### config.mk
export PLATFORM = sky130hd
export DESIGN_NAME = video_tgen
export DESIGN_NICKNAME = d
export VERILOG_FILES = /design/src/rtl/vtg_pkg.sv /design/src/rtl/vtg_cfg_shadow.sv /design/src/rtl/vtg_seq.sv /design/src/rtl/vtg_decode.sv /design/src/rtl/video_tgen.sv
export SDC_FILE = /design/constraint.sdc
export NUM_CORES = 1
export LEC_CHECK = 0
export ABC_AREA = 1
export BUFFER_PORTS_ARGS = -buffer_cell sky130_fd_sc_hd__buf_2
export CORE_ASPECT_RATIO = 1.4
export CORE_MARGIN = 3
export CORE_UTILIZATION = 59
export DETAILED_ROUTE_END_ITERATION = 16
export HOLD_SLACK_MARGIN = 0.05
export PLACE_DENSITY = 0.87
export RECOVER_POWER = 25
export REMOVE_ABC_BUFFERS = 1
export SLEW_MARGIN = 20
export SYNTH_ARGS = -nofsm -noshare
export SYNTH_HDL_FRONTEND = slang
export SYNTH_SLANG_ARGS = --single-unit
### constraint.sdc
create_clock -name clk_i -period 7.9 [get_ports clk_i]
set_input_delay 1.58 -clock clk_i [delete_from_list [all_inputs] [get_ports clk_i]]
set_output_delay 1.58 -clock clk_i [all_outputs]
set_load 0.02 [all_outputs]
### src/rtl/vtg_pkg.sv
`timescale 1ns/1ps
package vtg_pkg;
  localparam int unsigned NUM_SETS = 4;
  localparam int unsigned POL_CLK  = 0;
  localparam int unsigned POL_DE   = 1;
  localparam int unsigned POL_HS   = 2;
  localparam int unsigned POL_VS   = 3;

  // vertical set index: {eye, field}
  function automatic logic [1:0] set_idx(input logic eye, input logic field);
    return {eye, field};
  endfunction
endpackage

### src/rtl/vtg_cfg_shadow.sv
`timescale 1ns/1ps
module vtg_cfg_shadow import vtg_pkg::*; #(
  parameter int unsigned HW = 12,
  parameter int unsigned VW = 11
) (
  input  logic                         clk_i,
  input  logic                         rst_ni,
  input  logic                         load_i,
  input  logic [HW-1:0]                hsw_i,
  input  logic [HW-1:0]                hbp_i,
  input  logic [HW-1:0]                hfp_i,
  input  logic [HW-1:0]                hact_i,
  input  logic [VW-1:0]                vact_i,
  input  logic [NUM_SETS-1:0][VW-1:0]  vsw_i,
  input  logic [NUM_SETS-1:0][VW-1:0]  vbp_i,
  input  logic [NUM_SETS-1:0][VW-1:0]  vfp_i,
  input  logic [NUM_SETS-1:0]          vhalf_i,
  input  logic                         interlace_i,
  input  logic                         stereo_i,
  input  logic [3:0]                   pol_i,
  output logic [HW-1:0]                hsw_o,
  output logic [HW-1:0]                hbp_o,
  output logic [HW-1:0]                hfp_o,
  output logic [HW-1:0]                hact_o,
  output logic [VW-1:0]                vact_o,
  output logic [NUM_SETS-1:0][VW-1:0]  vsw_o,
  output logic [NUM_SETS-1:0][VW-1:0]  vbp_o,
  output logic [NUM_SETS-1:0][VW-1:0]  vfp_o,
  output logic [NUM_SETS-1:0]          vhalf_o,
  output logic                         interlace_o,
  output logic                         stereo_o,
  output logic [3:0]                   pol_o
);
  always_ff @(posedge clk_i or negedge rst_ni) begin
    if (!rst_ni) begin
      hsw_o       <= '0;
      hbp_o       <= '0;
      hfp_o       <= '0;
      hact_o      <= '0;
      vact_o      <= '0;
      interlace_o <= 1'b0;
      stereo_o    <= 1'b0;
      pol_o       <= '0;
    end else if (load_i) begin
      hsw_o       <= hsw_i;
      hbp_o       <= hbp_i;
      hfp_o       <= hfp_i;
      hact_o      <= hact_i;
      vact_o      <= vact_i;
      interlace_o <= interlace_i;
      stereo_o    <= stereo_i;
      pol_o       <= pol_i;
    end
  end

  for (genvar k = 0; k < NUM_SETS; k++) begin : g_vset
    always_ff @(posedge clk_i or negedge rst_ni) begin
      if (!rst_ni) begin
        vsw_o[k]   <= '0;
        vbp_o[k]   <= '0;
        vfp_o[k]   <= '0;
        vhalf_o[k] <= 1'b0;
      end else if (load_i) begin
        vsw_o[k]   <= vsw_i[k];
        vbp_o[k]   <= vbp_i[k];
        vfp_o[k]   <= vfp_i[k];
        vhalf_o[k] <= vhalf_i[k];
      end
    end
  end
endmodule

### src/rtl/vtg_seq.sv
`timescale 1ns/1ps
module vtg_seq import vtg_pkg::*; #(
  parameter int unsigned HW = 12,
  parameter int unsigned VW = 11
) (
  input  logic                         clk_i,
  input  logic                         rst_ni,
  input  logic                         hold_i,
  input  logic [HW+1:0]                htot_i,
  input  logic [VW-1:0]                vact_i,
  input  logic [NUM_SETS-1:0][VW-1:0]  vsw_i,
  input  logic [NUM_SETS-1:0][VW-1:0]  vbp_i,
  input  logic [NUM_SETS-1:0][VW-1:0]  vfp_i,
  input  logic                         interlace_i,
  input  logic                         stereo_i,
  output logic                         run_o,
  output logic [HW+1:0]                hcnt_o,
  output logic [VW+1:0]                vcnt_o,
  output logic                         field_o,
  output logic                         eye_o,
  output logic [1:0]                   set_o,
  output logic                         frame_end_o
);
  localparam int unsigned HCW = HW + 2;
  localparam int unsigned VCW = VW + 2;

  logic [HCW-1:0] hcnt_q;
  logic [VCW-1:0] vcnt_q, vtot;
  logic           run_q, field_q, eye_q;
  logic           line_end, seg_end, nxt_field, nxt_eye;
  logic [1:0]     sel;

  always_comb begin
    sel      = set_idx(eye_q, field_q);
    vtot     = VCW'(vsw_i[sel]) + VCW'(vbp_i[sel]) + VCW'(vact_i) + VCW'(vfp_i[sel]);
    line_end = (hcnt_q == htot_i - HCW'(1));
    seg_end  = line_end && (vcnt_q == vtot - VCW'(1));
    if (stereo_i && !eye_q) begin
      nxt_eye   = 1'b1;
      nxt_field = field_q;
    end else begin
      nxt_eye   = 1'b0;
      nxt_field = interlace_i && !field_q;
    end
  end

  assign frame_end_o = run_q && seg_end && !nxt_field && !nxt_eye;

  always_ff @(posedge clk_i or negedge rst_ni) begin
    if (!rst_ni) begin
      run_q   <= 1'b0;
      hcnt_q  <= '0;
      vcnt_q  <= '0;
      field_q <= 1'b0;
      eye_q   <= 1'b0;
    end else if (hold_i) begin
      run_q   <= 1'b0;
      hcnt_q  <= '0;
      vcnt_q  <= '0;
      field_q <= 1'b0;
      eye_q   <= 1'b0;
    end else if (!run_q) begin
      run_q <= 1'b1;
    end else if (line_end) begin
      hcnt_q <= '0;
      if (seg_end) begin
        vcnt_q  <= '0;
        field_q <= nxt_field;
        eye_q   <= nxt_eye;
      end else begin
        vcnt_q <= vcnt_q + VCW'(1);
      end
    end else begin
      hcnt_q <= hcnt_q + HCW'(1);
    end
  end

  assign run_o   = run_q;
  assign hcnt_o  = hcnt_q;
  assign vcnt_o  = vcnt_q;
  assign field_o = field_q;
  assign eye_o   = eye_q;
  assign set_o   = sel;
endmodule

### src/rtl/vtg_decode.sv
`timescale 1ns/1ps
module vtg_decode import vtg_pkg::*; #(
  parameter int unsigned HW = 12,
  parameter int unsigned VW = 11
) (
  input  logic          clk_i,
  input  logic          rst_ni,
  input  logic          run_i,
  input  logic [HW+1:0] hcnt_i,
  input  logic [VW+1:0] vcnt_i,
  input  logic          field_i,
  input  logic          eye_i,
  input  logic [HW+1:0] htot_i,
  input  logic [HW-1:0] hsw_i,
  input  logic [HW-1:0] hbp_i,
  input  logic [HW-1:0] hact_i,
  input  logic [VW-1:0] vsw_i,
  input  logic [VW-1:0] vbp_i,
  input  logic [VW-1:0] vact_i,
  input  logic          vhalf_i,
  input  logic [3:0]    pol_i,
  output logic          pclk_inv_o,
  output logic          hsync_o,
  output logic          vsync_o,
  output logic          de_o,
  output logic          field_o,
  output logic          eye_o,
  output logic [HW+1:0] hcnt_o,
  output logic [VW+1:0] vcnt_o
);
  localparam int unsigned HCW = HW + 2;
  localparam int unsigned VCW = VW + 2;

  logic [HCW-1:0] h_lo, h_hi, h_half;
  logic [VCW-1:0] v_lo, v_hi, v_sw;
  logic           hs_act, vs_act, de_act;

  always_comb begin
    h_lo   = HCW'(hsw_i) + HCW'(hbp_i);
    h_hi   = h_lo + HCW'(hact_i);
    h_half = htot_i >> 1;
    v_sw   = VCW'(vsw_i);
    v_lo   = v_sw + VCW'(vbp_i);
    v_hi   = v_lo + VCW'(vact_i);
    hs_act = hcnt_i < HCW'(hsw_i);
    de_act = (hcnt_i >= h_lo) && (hcnt_i < h_hi) && (vcnt_i >= v_lo) && (vcnt_i < v_hi);
    if (vhalf_i)
      vs_act = (v_sw != '0) &&
               (((vcnt_i == '0) && (hcnt_i >= h_half)) ||
                ((vcnt_i != '0) && (vcnt_i < v_sw)) ||
                ((vcnt_i == v_sw) && (hcnt_i < h_half)));
    else
      vs_act = vcnt_i < v_sw;
  end

  always_ff @(posedge clk_i or negedge rst_ni) begin
    if (!rst_ni) begin
      pclk_inv_o <= 1'b0;
      hsync_o    <= 1'b0;
      vsync_o    <= 1'b0;
      de_o       <= 1'b0;
      field_o    <= 1'b0;
      eye_o      <= 1'b0;
      hcnt_o     <= '0;
      vcnt_o     <= '0;
    end else begin
      pclk_inv_o <= pol_i[POL_CLK];
      hsync_o    <= (run_i && hs_act) ^ pol_i[POL_HS];
      vsync_o    <= (run_i && vs_act) ^ pol_i[POL_VS];
      de_o       <= (run_i && de_act) ^ pol_i[POL_DE];
      field_o    <= field_i;
      eye_o      <= eye_i;
      hcnt_o     <= hcnt_i;
      vcnt_o     <= vcnt_i;
    end
  end
endmodule

### src/rtl/video_tgen.sv
`timescale 1ns/1ps
module video_tgen import vtg_pkg::*; #(
  parameter int unsigned HW = 12,
  parameter int unsigned VW = 11
) (
  input  logic                         clk_i,
  input  logic                         rst_ni,
  input  logic                         sw_rst_i,
  input  logic                         en_i,
  input  logic [HW-1:0]                hsw_i,
  input  logic [HW-1:0]                hbp_i,
  input  logic [HW-1:0]                hfp_i,
  input  logic [HW-1:0]                hact_i,
  input  logic [VW-1:0]                vact_i,
  input  logic [NUM_SETS-1:0][VW-1:0]  vsw_i,
  input  logic [NUM_SETS-1:0][VW-1:0]  vbp_i,
  input  logic [NUM_SETS-1:0][VW-1:0]  vfp_i,
  input  logic [NUM_SETS-1:0]          vhalf_i,
  input  logic                         interlace_i,
  input  logic                         stereo_i,
  input  logic [3:0]                   pol_i,
  output logic                         pclk_inv_o,
  output logic                         hsync_o,
  output logic                         vsync_o,
  output logic                         de_o,
  output logic                         field_o,
  output logic                         eye_o,
  output logic [HW+1:0]                hcnt_o,
  output logic [VW+1:0]                vcnt_o
);
  localparam int unsigned HCW = HW + 2;
  localparam int unsigned VCW = VW + 2;

  logic [HW-1:0]               s_hsw, s_hbp, s_hfp, s_hact;
  logic [VW-1:0]               s_vact;
  logic [NUM_SETS-1:0][VW-1:0] s_vsw, s_vbp, s_vfp;
  logic [NUM_SETS-1:0]         s_vhalf;
  logic                        s_intl, s_stereo;
  logic [3:0]                  s_pol;

  logic [HCW-1:0] htot, cur_h;
  logic [VCW-1:0] cur_v;
  logic           run, cur_f, cur_e, frame_end, load;
  logic [1:0]     set_sel;

  assign load = sw_rst_i | frame_end;
  assign htot = HCW'(s_hsw) + HCW'(s_hbp) + HCW'(s_hact) + HCW'(s_hfp);

  vtg_cfg_shadow #(.HW(HW), .VW(VW)) i_shadow (
    .clk_i, .rst_ni, .load_i(load),
    .hsw_i, .hbp_i, .hfp_i, .hact_i, .vact_i,
    .vsw_i, .vbp_i, .vfp_i, .vhalf_i, .interlace_i, .stereo_i, .pol_i,
    .hsw_o(s_hsw), .hbp_o(s_hbp), .hfp_o(s_hfp), .hact_o(s_hact), .vact_o(s_vact),
    .vsw_o(s_vsw), .vbp_o(s_vbp), .vfp_o(s_vfp), .vhalf_o(s_vhalf),
    .interlace_o(s_intl), .stereo_o(s_stereo), .pol_o(s_pol)
  );

  vtg_seq #(.HW(HW), .VW(VW)) i_seq (
    .clk_i, .rst_ni, .hold_i(sw_rst_i | ~en_i),
    .htot_i(htot), .vact_i(s_vact), .vsw_i(s_vsw), .vbp_i(s_vbp), .vfp_i(s_vfp),
    .interlace_i(s_intl), .stereo_i(s_stereo),
    .run_o(run), .hcnt_o(cur_h), .vcnt_o(cur_v), .field_o(cur_f), .eye_o(cur_e),
    .set_o(set_sel), .frame_end_o(frame_end)
  );

  vtg_decode #(.HW(HW), .VW(VW)) i_dec (
    .clk_i, .rst_ni, .run_i(run),
    .hcnt_i(cur_h), .vcnt_i(cur_v), .field_i(cur_f), .eye_i(cur_e),
    .htot_i(htot), .hsw_i(s_hsw), .hbp_i(s_hbp), .hact_i(s_hact),
    .vsw_i(s_vsw[set_sel]), .vbp_i(s_vbp[set_sel]), .vact_i(s_vact),
    .vhalf_i(s_vhalf[set_sel]), .pol_i(s_pol),
    .pclk_inv_o, .hsync_o, .vsync_o, .de_o, .field_o, .eye_o, .hcnt_o, .vcnt_o
  );
endmodule

After elaboration in Yosys (flattened, before gate mapping)
Index checks and enable logic that the tools add are counted.
{"block": "word_totals", "reg_bits": 264, "input_bits": 205, "output_inout_bits": 33, "wordCells": 122}
{"block": "classes", "add_sub_neg": 10, "n_lt_le_gt_ge": 9, "n_eq_ne": 3, "n_mux": 27, "n_bitwise": 6, "n_reduce_logical": 30}
{"operator": "binary-select mux 11 bit (select 2 bit)", "n": 3}
{"operator": "2-to-1 mux 13 bit", "n": 4}
{"operator": "2-to-1 mux 14 bit", "n": 3}
{"operator": "2-to-1 mux 11 bit", "n": 3}
{"operator": "adder 14 x 12 -> 14 bit", "n": 2}
{"operator": "adder 13 x 11 -> 13 bit", "n": 2}
{"operator": "logical AND 1 bit", "n": 16}
{"operator": "adder 14 x 1 -> 14 bit, second input constant", "n": 1}
{"operator": "== test 14 bit", "n": 1}
{"operator": ">= comparator 14 x 13 -> 1 bit", "n": 1}
{"operator": ">= comparator 14 bit", "n": 1}
{"operator": "less-than comparator 14 x 12 -> 1 bit", "n": 1}
{"operator": "less-than comparator 14 x 13 -> 1 bit", "n": 1}
{"operator": "less-than comparator 14 bit", "n": 1}
{"operator": "subtractor 14 x 1 -> 14 bit, second input constant", "n": 1}
{"operator": "adder 12 x 12 -> 13 bit", "n": 1}
{"operator": "adder 13 x 1 -> 13 bit, second input constant", "n": 1}
{"operator": "== test 13 x 11 -> 1 bit", "n": 1}
{"operator": "== test 13 bit", "n": 1}
{"operator": ">= comparator 13 x 12 -> 1 bit", "n": 1}
{"operator": "logical NOT 13 bit", "n": 1}
{"operator": "less-than comparator 13 x 11 -> 1 bit", "n": 1}
{"operator": "less-than comparator 13 bit", "n": 1}
{"operator": "2-to-1 mux 1 bit", "n": 13}
{"operator": "14 further kinds", "n": 23}

Depth between registers and ports, before layout
Gate-level depths: netlist of run 1.
{"block": "depth", "word_depth": 12, "ltp_mapped": 47, "ltp_nobuf": 47}

Modules after synthesis
A second synthesis of run 1 with hierarchy kept.
{"block": "unflattened", "cells_unflattened": 2685, "area_unflattened_um2": 19607.6}
{"mod": "vtg_cfg_shadow", "n_inst": 1, "cells_each": 849, "area_each_um2": 7514.7, "seq_area_each_um2": 5029.8}
{"mod": "vtg_decode", "n_inst": 1, "cells_each": 715, "area_each_um2": 5213.8, "seq_area_each_um2": 825.8}
{"mod": "vtg_seq", "n_inst": 1, "cells_each": 777, "area_each_um2": 4860.9, "seq_area_each_um2": 750.7}
{"mod": "video_tgen", "n_inst": 1, "cells_each": 344, "area_each_um2": 2018.2, "seq_area_each_um2": 0.0}

Least setup slack after synthesis of run 1
No wires, ideal clock.
{"block": "synth_timing", "path_kind": "register to register", "from": "register i_seq.field_q (netlist: i_seq.field_o)", "to": "register i_seq.vcnt_q[3] (netlist: i_seq.vcnt_o[3])", "setup_time_ps": 119, "t_arrival_ps": 6313, "required_time_ps": 7781, "path_slack_ps": 1468, "path_stages_with_launch": 39, "path_buffers": 5, "synth_period_minus_slack_ps": 6432, "path_cell_list": "dfrtp_1 clkbuf_1 inv_1 clkbuf_1 clkbuf_1 clkbuf_1 nor2_1 o22ai_1 ha_1 inv_1 fa_1 o21ai_0 a21oi_1 o21bai_1 a21oi_1 o21ai_0 xor2_1 inv_1 [... 3 more ...] nand2_1 o211ai_1 xor2_1 ha_1 inv_1 ha_1 nand2_1 nor2_1 nand3_1 o2111ai_1 xor2_1 xor2_1 nand3_1 nor2_1 nand3_1 clkbuf_1 nand4_1 nand2_1"}
{"block": "synth_via", "elab_chain_len": 12, "word_cells_on_any_way": 16, "classes_between": "add/sub (4); eq/ne (1); mux (10); reduce/logical (1)"}
{"element": "from (decl)", "line": "vtg_seq.sv:29", "rtl": "logic run_q, field_q, eye_q;"}
{"element": "from (signal assigned)", "line": "vtg_seq.sv:68", "rtl": "field_q <= nxt_field;"}
{"element": "binary-select mux 11 bit (select 2 bit)", "line": "vtg_seq.sv:35", "rtl": "vtot = VCW'(vsw_i[sel]) + VCW'(vbp_i[sel]) + VCW'(vact_i) + VCW'(vfp_i[sel]);"}
{"element": "2-to-1 mux 11 bit (not written as such)", "line": "vtg_seq.sv:35"}
{"element": "adder 11 x 11 -> 12 bit", "line": "vtg_seq.sv:35"}
{"element": "adder 13 x 11 -> 13 bit", "line": "vtg_seq.sv:35"}
{"element": "adder 13 x 11 -> 13 bit *", "line": "vtg_seq.sv:35"}
{"element": "subtractor 13 x 1 -> 13 bit *", "line": "vtg_seq.sv:37", "rtl": "seg_end = line_end && (vcnt_q == vtot - VCW'(1));"}
{"element": "== test 13 bit *", "line": "vtg_seq.sv:37"}
{"element": "logical AND 1 bit *", "line": "vtg_seq.sv:37"}
{"element": "2-to-1 mux 13 bit *", "line": "vtg_seq.sv:66", "rtl": "if (seg_end) begin"}
{"element": "2-to-1 mux 13 bit *", "line": "vtg_seq.sv:64", "rtl": "end else if (line_end) begin"}
{"element": "2-to-1 mux 13 bit *", "line": "vtg_seq.sv:62", "rtl": "end else if (!run_q) begin"}
{"element": "2-to-1 mux 13 bit *", "line": "vtg_seq.sv:56", "rtl": "end else if (hold_i) begin"}
{"element": "to (signal assigned)", "line": "vtg_seq.sv:71", "rtl": "vcnt_q <= vcnt_q + VCW'(1);"}
{"element": "to (decl)", "line": "vtg_seq.sv:28", "rtl": "logic [VCW-1:0] vcnt_q, vtot;"}
Mark *: on every way between the ends. The rest lies on a longest branch, timed or not. The select of a mux whose other input is x is not followed.
A chain may end at the register's enable or synchronous reset.

Worst setup path after layout of run 1
{"block": "layout_timing", "from": "register i_seq.field_q (netlist: i_seq.field_o)", "to": "register i_shadow.vbp_o[14] (netlist bit)"}
{"block": "layout_via", "elab_chain_len": 12, "word_cells_on_any_way": 20, "classes_between": "add/sub (4); eq/ne (1); mux (7); bitwise (1); reduce/logical (7)"}
{"element": "binary-select mux 11 bit (select 2 bit)", "line": "vtg_seq.sv:35"}
{"element": "2-to-1 mux 11 bit (not written as such)", "line": "vtg_seq.sv:35"}
{"element": "adder 11 x 11 -> 12 bit", "line": "vtg_seq.sv:35"}
{"element": "adder 13 x 11 -> 13 bit (2 in a row)", "line": "vtg_seq.sv:35"}
{"element": "subtractor 13 x 1 -> 13 bit", "line": "vtg_seq.sv:37"}
{"element": "== test 13 bit", "line": "vtg_seq.sv:37"}
{"element": "logical AND 1 bit", "line": "vtg_seq.sv:37"}
{"element": "logical AND 1 bit", "line": "vtg_seq.sv:47", "rtl": "assign frame_end_o = run_q && seg_end && !nxt_field && !nxt_eye;"}
{"element": "logical AND 1 bit * (2 in a row)", "line": "vtg_seq.sv:47"}
{"element": "bitwise OR 1 bit *", "line": "video_tgen.sv:46", "rtl": "assign load = sw_rst_i | frame_end;"}
{"element": "to (signal, indexed assignment)", "line": "vtg_cfg_shadow.sv:65", "rtl": "vbp_o[k] <= vbp_i[k];"}
{"element": "to (decl)", "line": "vtg_cfg_shadow.sv:27", "rtl": "output logic [NUM_SETS-1:0][VW-1:0] vbp_o,"}
Marked as above.

==> results of run 1 <==
==> metal layers <==
layer / vias to the layer above / GRT usage
met5: - / 0
met4: 2 / 0.158
met3: 167 / 0.0326
met2: 599 / 0.556
met1: 7927 / 0.341
li1: 8218 / -
==> placed cells by master, fill, tap and decap left out, types with 4 or more instances in the layout <==
master | Yosys | layout
a21oi_1 | 115 | 115
bufinv_16 | 0 | 5
nand2_2 | 10 | 9
a32oi_1 | 12 | 12
fa_1 | 6 | 6
inv_2 | 5 | 7
a32o_1 | 11 | 11
clkinvlp_4 | 0 | 4
ha_1 | 168 | 168
nor2_1 | 116 | 116
buf_4 | 1 | 12
clkbuf_8 | 0 | 4
dfrtp_1 | 264 | 263
buf_2 | 24 | 236
o21bai_1 | 14 | 14
nand4_1 | 34 | 34
inv_1 | 223 | 220
o22ai_1 | 11 | 11
xor2_1 | 54 | 54
o21ai_0 | 58 | 58
nand2_1 | 790 | 790
nor2_2 | 4 | 4
nor3_1 | 18 | 18
a31oi_1 | 4 | 4
or2_2 | 8 | 8
nor4_1 | 7 | 7
xnor2_1 | 20 | 20
nand3_1 | 298 | 298
clkbuf_1 | 34 | 5
clkbuf_16 | 0 | 27
==> final cells by class <==
type | count | share of cell area
Sequential cell | 264 | 0.328
Clock inverter | 15 | 0.0117
Clock buffer | 34 | 0.0368
Tap cell | 380 | 0.0236
Inverter | 229 | 0.0429
Multi-Input combinational cell | 1797 | 0.491
Timing Repair Buffer | 253 | 0.0662
==> report_power, final <==
group,switching (mW),internal [mW],leakage (nW)
Sequential,0.0700,1.45,3.31
Clock,0.575,0.838,0.467
Combinational,2.49,1.44,7.46
==> state kept, by name, summed over array words and instances (netlist names), 4 cells and up <==
| name | count |
|---|---|
| i_shadow.hact_o | 12 |
| i_shadow.hfp_o | 12 |
| i_dec.vcnt_o | 13 |
| i_shadow.hbp_o | 12 |
| i_shadow.hsw_o | 12 |
| i_shadow.vhalf_o | 4 |
| i_shadow.vsw_o | 44 |
| i_shadow.vbp_o | 44 |
| i_shadow.vact_o | 11 |
| i_shadow.pol_o | 4 |
| i_shadow.vfp_o | 44 |
| i_seq.hcnt_o | 14 |
| i_dec.hcnt_o | 14 |
| i_seq.vcnt_o | 13 |
==> Yosys cell counts, drive strengths merged <==
| library cell | count | area share |
|---|---|---|
| a31oi | 4 | 0.0014 |
| clkbuf | 34 | 0.0071 |
| o41ai | 1 | 0.00049 |
| o21a | 2 | 0.00084 |
| nand4 | 35 | 0.013 |
| a221oi | 1 | 0.00049 |
| a41oi | 1 | 0.00049 |
| xnor2 | 20 | 0.0098 |
| nand3 | 298 | 0.083 |
| o221a | 3 | 0.0019 |
| a2111oi | 2 | 0.00098 |
| a32o | 11 | 0.0061 |
| ha | 168 | 0.12 |
| a21o | 3 | 0.0013 |
| dfrtp | 264 | 0.37 |
| or2 | 8 | 0.0028 |
| nor4 | 7 | 0.0024 |
| nor3b | 1 | 0.00042 |
| clkinv | 1 | 0.00021 |
| buf | 59 | 0.025 |
| o31ai | 1 | 0.00042 |
| o2111ai | 3 | 0.0015 |
| a21oi | 118 | 0.034 |
| inv | 228 | 0.048 |
| nand2 | 800 | 0.17 |
| o21ai | 59 | 0.017 |
| mux2i | 1 | 0.00056 |
| o22ai | 11 | 0.0038 |
| nor2 | 122 | 0.027 |
| a31o | 1 | 0.00049 |
| a32oi | 12 | 0.0059 |
| fa | 6 | 0.0067 |
| and3 | 1 | 0.00035 |
| o211ai | 3 | 0.0013 |
| nor3 | 19 | 0.0056 |
| nand3b | 1 | 0.00042 |
| a21boi | 3 | 0.0013 |
| xor2 | 54 | 0.026 |
| o221ai | 3 | 0.0015 |
| o21bai | 14 | 0.0059 |
==> logic make-up after synthesis <==
| kind of cell | count (synthesis) | synth area share |
|---|---|---|
| AOI/OAI and AO/OA | 256 | 0.0862 |
| xor gates and xnor gates | 74 | 0.0362 |
| adders and majority gates | 174 | 0.124 |
| buffers and inverters | 322 | 0.0803 |
| DFF | 264 | 0.369 |
| muxes | 1 | 0.000559 |
| and+or+nand+nor | 1292 | 0.304 |
==> worst max-delay path: cells and delay by family, from the launching register on <==
| kind | cells | cell delay [ps] |
|---|---|---|
| flip-flops | 1 | 510 |
| AO/OA/AOI/OAI | 7 | 1480 |
| buffers and inverters | 5 | 1570 |
| AND/OR/NAND/NOR | 11 | 1420 |
| adder cells (fa/ha/maj) | 4 | 1420 |
| XOR/XNOR | 4 | 660 |
==> worst paths after layout <==
kind / start / endpoint / cells past startpoint
max: i_seq.field_o / i_shadow.vbp_o[14] / 31
min: i_shadow.pol_o[0] / i_dec.pclk_inv_o / 0
max reg2reg: i_seq.field_o / i_shadow.vbp_o[14] / 31
min reg2reg: i_shadow.pol_o[0] / i_dec.pclk_inv_o / 0
max in group asynchronous: rst_ni / i_shadow.vbp_o[17] / 1
min in group asynchronous: rst_ni / i_shadow.vfp_o[43] / 1
==> what timing repair did <==
action / 4_1_cts / 5_1_grt
pin swaps: 0 / 0
hold endpoints to repair: 0 / 0
gates resized for setup: 1 / 6
setup endpoints to repair: 94 / 105
==> stage by stage <==
stage,cells,instance area (µm²)
finish,2972,20100
global route,2972,20100
CTS,2972,20100
detailed placement,2923,19200
global placement,2923,19200
floorplan,2290,17300
==> reports/results.ini, run 1 <==
[sta]
hold_viol_final=0
setup_ws_ps=602
skew_ps=13.5
max_freq_ghz=0.137
drv_slew=109
worst_pin_slew_ps=5670
finalSetupViolCount=0
finalCriticalPeriod_ps=7300
rsz0062_at_grt=false
fin_setup_tns_ps=0
period_share=0.924
slew-limit-headroom=-2.78
hold_ws_ps=389

[synth]
syn_area_um2=17900
avgSynthCellArea_um2=7.52
synth.distinct_cells=53
yosys_warnings=0
syn_inst=2383
synth_seq_cells=264
ys_seq_area_frac=0.369

[cells_and_area]
final_nets=2951
drive_above_1_share=0.131
synthToLayoutAreaGrowth_pct=12.5
insertedDiodeCount=0
n_fill_cell=2484
final_util=0.682
regArea_um2=6610
multi_input_area_um2=9890

[routing]
wl_met2_mm=25.8
top_layer=met5
drc=0
wl_met3_mm=2.69
wl_met1_mm=18.5
first_iter_violations=1014
vias_per_cell=5.69
route.vias.total=16900
wire_per_inst_um=16.8
dr.pass1.iters=6
final_antenna_net_count=0
routed_wl_mm=49.9

[status]
outcome=finished with violations
violations=max-capacitance violations, max-slew violations

[setup_path]
cp_data_required_time_ps=8390
cp-end-kind=flip-flop
critPathMaxFanout=105
worst_setup_path_start_kind=flip-flop
max_stage_delay_ps=510
critPathKind=flip-flop to flip-flop
worstPathArrival_ps=7780
crit_top_cell=nand2_1
cpMaxStageDelayCell=dfrtp_2
r2r_slack_ps=600

[power]
leakage_nw=11.2
p_total_mw=6.86
powerDensity_nw_per_um2=341
irDropWorstVdd_mv=0.287

[floorplan]
die_y_um=212
start_util=0.606
die_w_um=153
io_pins=238
rows=74
core_area_um2=29500
die_area_um2=32500

[clocking]
cts_tree=built
clock_latency_ps=560
post_cts_buffers=0
cts.sinks=264
root_buffer=clkbuf_16
h-tree-depth=1
cts.path.max_buffers=3
cts-buffers-inserted=27
cts.clk_slew.worst_paths_ps=70
holdBufCountCts=0

[grt]
grt_pass1_vias=17000
grt_first_pass_wirelength_mm=80.7
grt_antenna_before_repair=1
grt_max_degree=158
grt-ovfl-total=0
grt_usage=0.300

[run]
max_cap_violations=1

[placement]
io_buffers=237
dp_hpwl_mm=36.6
gp_congestion=0.951
post-place-ws_ps=-85.1

[worst_hold_path]
hold_class=flip-flop to flip-flop

(Power assumes the default switching activity.)
==> run 2: changes to the inputs <==
--- a/config.mk
+++ b/config.mk
@@ -6,13 +6,13 @@
 export NUM_CORES = 1
 export LEC_CHECK = 0
 export ABC_AREA = 1
-export BUFFER_PORTS_ARGS = -buffer_cell sky130_fd_sc_hd__buf_2
 export CORE_ASPECT_RATIO = 1.4
 export CORE_MARGIN = 3
-export CORE_UTILIZATION = 59
+export CORE_UTILIZATION = 40
 export DETAILED_ROUTE_END_ITERATION = 16
+export DONT_BUFFER_PORTS = 1
 export HOLD_SLACK_MARGIN = 0.05
-export PLACE_DENSITY = 0.87
+export PLACE_DENSITY = 0.62
 export RECOVER_POWER = 25
 export REMOVE_ABC_BUFFERS = 1
 export SLEW_MARGIN = 20
==> constraint.sdc (replaced) <==
create_clock -name clk_i -period 6.2 [get_ports clk_i]
set_input_delay 1.24 -clock clk_i [delete_from_list [all_inputs] [get_ports clk_i]]
set_output_delay 1.24 -clock clk_i [all_outputs]
set_load 0.02 [all_outputs]
==> reports/results.ini, run 2 (synthesis results as in run 1) <==
[status]
outcome=completed

[floorplan]
core_area_um2=44200  ; +50%
io_pins=238  ; unchanged
die_w_um=185  ; +21%
die_y_um=256  ; +21%
rows=91  ; +23%
die_area_um2=47400  ; +46%
start_util=0.405  ; -0.201

[cells_and_area]
drive_above_1_share=0.131  ; -0.000182
n_fill_cell=4357  ; +75%
synthToLayoutAreaGrowth_pct=17.5
reg.largest.list=i_shadow.vbp_o: 44 flops, i_shadow.vfp_o: 44 flops, i_shadow.vsw_o: 44 flops
final_nets=2861  ; -3.0%
final_util=0.476  ; -0.206
mostFrequentLayoutCell=nand2_1
design_area_um2=21000  ; +4.4%
mostFrequentLayoutCells=nand2_1 (783), nand3_1 (297), dfrtp_1 (262), inv_1 (218), ha_1 (158)

[sta]
slew-limit-headroom=0.287  ; +3.07
hold_viol_final=0  ; unchanged
period_share=0.968  ; +0.0441
worst_pin_slew_ps=1070  ; -4600 ps
rsz0062_at_grt=true
finalCriticalPeriod_ps=6000  ; -1300 ps
skew_ps=24.0  ; +10.5 ps
drv_slew=0  ; -100%
max_freq_ghz=0.167  ; +22%
setup_ws_ps=199  ; -403 ps
fin_setup_tns_ps=0  ; unchanged
finalSetupViolCount=0  ; unchanged

[setup_path]
worstPathArrival_ps=6510  ; -1270 ps
cp_data_required_time_ps=6710  ; -1680 ps
cp_top_family=adder cells
critPathKind=flip-flop to flip-flop
crit_top_cell=nand2_1
worst_setup_path_start_kind=flip-flop
cp-end-kind=flip-flop
cpMaxStageDelayCell=dfrtp_2
crit_buf_inv=8  ; +3
max_stage_delay_ps=470  ; -40 ps
critPathMaxFanout=12  ; -89%

[power]
swShare=0.428  ; -0.0290
powerDensity_nw_per_um2=480  ; +41%
leakage_nw=11.2  ; -0.60%
combPwrFrac=0.622  ; +0.049
p_total_mw=10.1  ; +47%
power.switching_mw=4.32  ; +38%
power.internal_mw=5.77  ; +55%
irDropWorstVdd_mv=0.340  ; +19%
p_seq_frac=0.193  ; -0.028
clkPwrFrac=0.185  ; -0.021

[routing]
routed_wl_mm=54.3  ; +8.8%
drc=0  ; unchanged
final_antenna_net_count=0  ; unchanged
wire_per_inst_um=17.7  ; +5.6%
top_layer=met4
wl_met1_mm=21.1  ; +14%
route.vias.total=16200  ; -4.1%
vias_per_cell=5.30  ; -6.9%
wl_met3_mm=2.55  ; -5.3%
first_iter_violations=790  ; -22%
wl_met2_mm=27.7  ; +7.4%
dr.pass1.iters=5  ; -1

[clocking]
h-tree-depth=1  ; unchanged
cts-buffers-inserted=29  ; +7.4%
cts_tree=built
root_buffer=clkbuf_16
clock_latency_ps=570  ; about the same
cts.path.max_buffers=3  ; unchanged
cts.sinks=264  ; unchanged
cts.clk_slew.worst_paths_ps=70  ; about the same

[placement]
place_area_um2=19200  ; +0.12%
post-place-ws_ps=-288  ; -203 ps
dp_hpwl_mm=39.9  ; +8.9%
gp_congestion=0.952  ; +0.12%
io_buffers=0  ; -100%

[run]
max_cap_violations=0  ; -1

[grt]
grt_first_pass_wirelength_mm=84.2  ; +4.4%
grt_max_degree=265  ; +68%
grt_antenna_before_repair=1  ; unchanged
grt_usage=0.222  ; -0.0781
grt-ovfl-total=0  ; unchanged
grt_pass1_vias=16100  ; -5.3%

[worst_hold_path]
hold_class=input pin to async pin

[run 2: per-stage QoR]
step	hold WS (ps)	std cells
final	374	3063
after global routing	336	3063
after CTS	337	3041
after detailed placement	369	2980
after global placement	383	2980
after floorplan	354	2290
[run 2: path summary, 6_finish.rpt]
check	startpoint	end	slack [ps]	cells after the start
worst min register to register	i_shadow.pol_o[0]	i_dec.pclk_inv_o	390	0
max in group asynchronous	rst_ni	i_seq.eye_o	5080	0
min in group clk_i	i_shadow.pol_o[0]	i_dec.pclk_inv_o	390	0
worst min-delay path	rst_ni	i_shadow.hbp_o[6]	370	0
worst max-delay path	i_seq.field_o	i_shadow.hfp_o[3]	200	36
worst max register to register	i_seq.field_o	i_shadow.hfp_o[3]	200	36
[run 2: power groups by stage]
stage | registers, mW | logic, mW | clock network, mW
after global routing | 1.96 | 7.12 | 2.00
final | 1.94 | 6.28 | 1.87
after detailed placement | 1.97 | 5.70 | 0
after floorplan | 1.94 | 3.81 | 0
after CTS | 1.94 | 5.82 | 1.92
after global placement | 1.97 | 5.59 | 0
[run 2: final cells by class]
| type | instances | area (µm²) | share of cell area |
|---|---|---|---|
| inverter | 229 | 875 | 0.0416 |
| timing repair buffer | 161 | 1510 | 0.0718 |
| clock inverter | 16 | 216 | 0.0103 |
| tap | 558 | 698 | 0.0332 |
| antenna | 1 | 2.50 | 0.000119 |
| multi-input combinational | 1797 | 10300 | 0.490 |
| sequential | 264 | 6610 | 0.314 |
| clock buffer | 37 | 826 | 0.0392 |
[run 2: worst register-to-register path: cells and delay by family (launching register included)]
kind	cells	cell delay (ps)
AO/OA/AOI/OAI	9	1320
XOR/XNOR	4	710
buffers and inverters	8	1020
AND/OR/NAND/NOR	10	1020
adder cells (fa/ha/maj)	5	1390
flip-flops	1	470
[run 2: metal layers]
metal,up-vias,GRT usage
li1,8035,-
met1,7623,0.257
met2,419,0.397
met3,147,0.0308
met4,0,0.110
met5,-,0
[run 2: what timing repair did]
action / in CTS / in global routing
gates cloned: 1 / 5
gates resized for setup: 16 / 92
hold buffers: 0 / 0
endpoints found under the setup margin: 217 / 229
pin swaps: 10 / 25
setup buffers: 7 / 16
==> run 3: changes to the inputs <==
--- a/config.mk
+++ b/config.mk
@@ -11,11 +11,11 @@
 export CORE_UTILIZATION = 40
 export DETAILED_ROUTE_END_ITERATION = 16
 export DONT_BUFFER_PORTS = 1
-export HOLD_SLACK_MARGIN = 0.05
+export HOLD_SLACK_MARGIN = 0.06
 export PLACE_DENSITY = 0.62
 export RECOVER_POWER = 25
 export REMOVE_ABC_BUFFERS = 1
-export SLEW_MARGIN = 20
 export SYNTH_ARGS = -nofsm -noshare
 export SYNTH_HDL_FRONTEND = slang
+export SYNTH_HIERARCHICAL = 1
 export SYNTH_SLANG_ARGS = --single-unit
==> reports/results.ini, run 3 <==
[setup_path]
worstPathArrival_ps=6220  ; -290 ps
worst_setup_path_start_kind=flip-flop
worstReg2RegEnd=i_shadow/vsw_o[4]
max_stage_delay_ps=540  ; +70 ps
cp_data_required_time_ps=6700  ; about the same
worstReg2RegStart=i_seq/field_o
r2r_slack_ps=480  ; +280 ps
cp_top_family=simple AND/OR/NAND/NOR gates
cpMaxStageDelayCell=inv_6
critPathMaxFanout=91  ; +79
r2r_cells=25  ; -31%
crit_top_cell=nand2_1
cp-end-kind=flip-flop
crit_buf_inv=6  ; -2
critPathKind=flip-flop to flip-flop

[power]
powerDensity_nw_per_um2=372  ; -22%
p_seq_frac=0.253  ; +0.060
power.internal_mw=4.37  ; -24%
irDropWorstVdd_mv=0.264  ; -22%
clkPwrFrac=0.222  ; +0.037
power.switching_mw=3.47  ; -20%
leakage_nw=11.4  ; +2.1%
swShare=0.442  ; +0.0147
combPwrFrac=0.525  ; -0.097
p_total_mw=7.84  ; -22%

[grt]
grt_pass1_vias=17000  ; +5.3%
grt-ovfl-total=0  ; unchanged
grt_usage=0.216  ; -0.00593
grt_max_degree=265  ; unchanged
grt_antenna_before_repair=0  ; -1
grt_first_pass_wirelength_mm=89.3  ; +6.1%

[sta]
rsz0062_at_grt=false
finalCriticalPeriod_ps=5720  ; -279 ps
finalSetupViolCount=0  ; unchanged
hold_viol_final=0  ; unchanged
skew_ps=18.3  ; -5.62 ps
worst_pin_slew_ps=1390  ; +320 ps
max_freq_ghz=0.175  ; +4.9%
fin_setup_tns_ps=0  ; unchanged
hold_ws_ps=372  ; -1.54 ps
slew-limit-headroom=0.0736  ; -0.213
drv_slew=0  ; unchanged
period_share=0.923  ; -0.0450

[cells_and_area]
synthToLayoutAreaGrowth_pct=7.50
mostFrequentLayoutCell=nand2_1
n_fill_cell=4985  ; +14%
drive_above_1_share=0.0402  ; -0.0908
final_util=0.437  ; -0.0395
final_nets=3067  ; +7.2%
reg.largest.list=i_shadow/vbp_o: 44 flops, i_shadow/vfp_o: 44 flops, i_shadow/vsw_o: 44 flops
mostFrequentLayoutCells=nand2_1 (1047), inv_1 (319), dfrtp_1 (263), ha_1 (173), nor2_1 (170)
multi_input_area_um2=11300  ; +10%
insertedDiodeCount=0  ; -1
regArea_um2=6610  ; about the same

[floorplan]
rows=95  ; +4.4%
io_pins=238  ; unchanged
die_area_um2=51700  ; +9.2%
die_w_um=193  ; +4.5%
core_area_um2=48300  ; +9.2%
start_util=0.406  ; +0.000868
die_y_um=268  ; +4.5%

[placement]
gp_congestion=0.917  ; -3.7%
io_buffers=0  ; unchanged
dp_hpwl_mm=42.9  ; +7.6%

[synth]
synth.distinct_cells=53  ; unchanged
synthArstFlopShare=1.00  ; unchanged
synthFlopType=dfrtp_1
avgSynthCellArea_um2=7.30  ; -2.8%
yosysTopAreaCellShare=0.337  ; -0.0319
synthTopCellsByCount=nand2_1 (1047), inv_1 (320), dfrtp_1 (264)
syn_area_um2=19600  ; +9.5%
netlist_top_cells_area=dfrtp_1 (34%), nand2_1 (20%), ha_1 (11%), inv_1 (6.1%), fa_1 (5.0%)
synth.most_common_cell=nand2_1
synth_seq_cells=264  ; unchanged
yosys_warnings=6  ; +6
syn_inst=2685  ; +13%
ys_seq_area_frac=0.337  ; -0.0319
synth_edf_count=0  ; unchanged
yosysTopAreaCell=dfrtp_1

[routing]
routed_wl_mm=56.2  ; +3.5%
final_antenna_net_count=0  ; unchanged
drc=0  ; unchanged
route.vias.total=16900  ; +3.9%
wire_per_inst_um=17.1  ; -3.6%
dr.pass1.iters=6  ; +1
first_iter_violations=961  ; +22%
vias_per_cell=5.12  ; -3.3%

[clocking]
cts.clk_slew.worst_paths_ps=60  ; about the same
holdBufCountCts=0  ; unchanged
cts.sinks=264  ; unchanged
cts-buffers-inserted=28  ; -3.4%
cts_resized=0  ; -16
clock_latency_ps=580  ; about the same
root_buffer=clkbuf_16
cts_tree=built
h-tree-depth=1  ; unchanged
post_cts_buffers=0  ; -7
cts.path.max_buffers=3  ; unchanged

[status]
outcome=completed

[run]
max_cap_violations=0  ; unchanged

[worst_hold_path]
hold_class=input pin to async pin

==> run 3: cell types whose count changed after synthesis, sizes merged, moves of 8 or more <==
cell | before | now
nor2 | 122 | 179
o22ai | 11 | 25
xnor2 | 20 | 28
o21bai | 14 | 6
inv | 228 | 326
o21ai | 59 | 92
fa | 6 | 49
nand3 | 298 | 95
nand3b | 1 | 10
a32o | 11 | 31
nand2 | 800 | 1052
a32oi | 12 | 0
==> run 3: area by class of cell <==
cell class | instances | area share
Timing Repair Buffer | 14 | 0.00855
Inverter | 327 | 0.0586
Clock buffer | 39 | 0.0371
Multi-Input combinational cell | 2005 | 0.537
Tap cell | 630 | 0.0374
Clock inverter | 11 | 0.00730
Sequential cell | 264 | 0.314
==> run 3: worst max-delay path by stage <==
stage / from / to / slack [ps] / cells after the start
6_report: i_seq/field_o / i_shadow/vsw_o[4] / 480 / 25
5_1_grt: i_seq/field_o / i_shadow/vsw_o[4] / 150 / 25
4_1_cts: i_seq/field_o / i_shadow/vsw_o[4] / 470 / 25
3_5_place_dp: i_seq/field_o / i_shadow/hfp_o[5] / 520 / 25
3_3_place_gp: i_seq/field_o / i_shadow/vbp_o[27] / 560 / 25
2_1_floorplan: i_seq/field_o / i_shadow/hact_o[0] / -3810 / 27
==> run 3: per-stage QoR <==
| stage | setup slack (ps) | cells | cell area, µm² |
|---|---|---|---|
| after floorplan | -3810 | 2596 | 19200 |
| after global placement | 561 | 3240 | 20100 |
| after detailed placement | 520 | 3240 | 20100 |
| after CTS | 471 | 3290 | 21100 |
| after global routing | 151 | 3290 | 21100 |
| final | 478 | 3290 | 21100 |
==> run 3: cell families (layout without fill, tap and decap cells) <==
kind of cell               Yosys count  count (layout)  synth area share
xor gates and xnor gates            78              78            0.0348
buffers and inverters              416             391            0.0854
adders and majority gates          222             222             0.160
AOI/OAI and AO/OA                  293             293            0.0911
and+or+nand+nor                   1412            1412             0.291
DFF                                264             264             0.337
==> run 3: metal layers <==
layer  track usage  part of all wire  vias up
met2         0.411              0.53      421
li1              -                 -     8425
met5             0                 0        -
met4        0.0686             0.032        0
met1         0.248              0.39     7919
met3        0.0298             0.047       93
==> run 3: power groups by stage <==
stage,Sequential [mW],Combinational [mW],Clock (mW)
finish,1.98,4.12,1.74
global route,2.00,4.76,1.87
CTS,1.99,4.14,1.80
detailed placement,2.01,4.11,0
global placement,2.01,4.05,0
floorplan,1.97,3.19,0
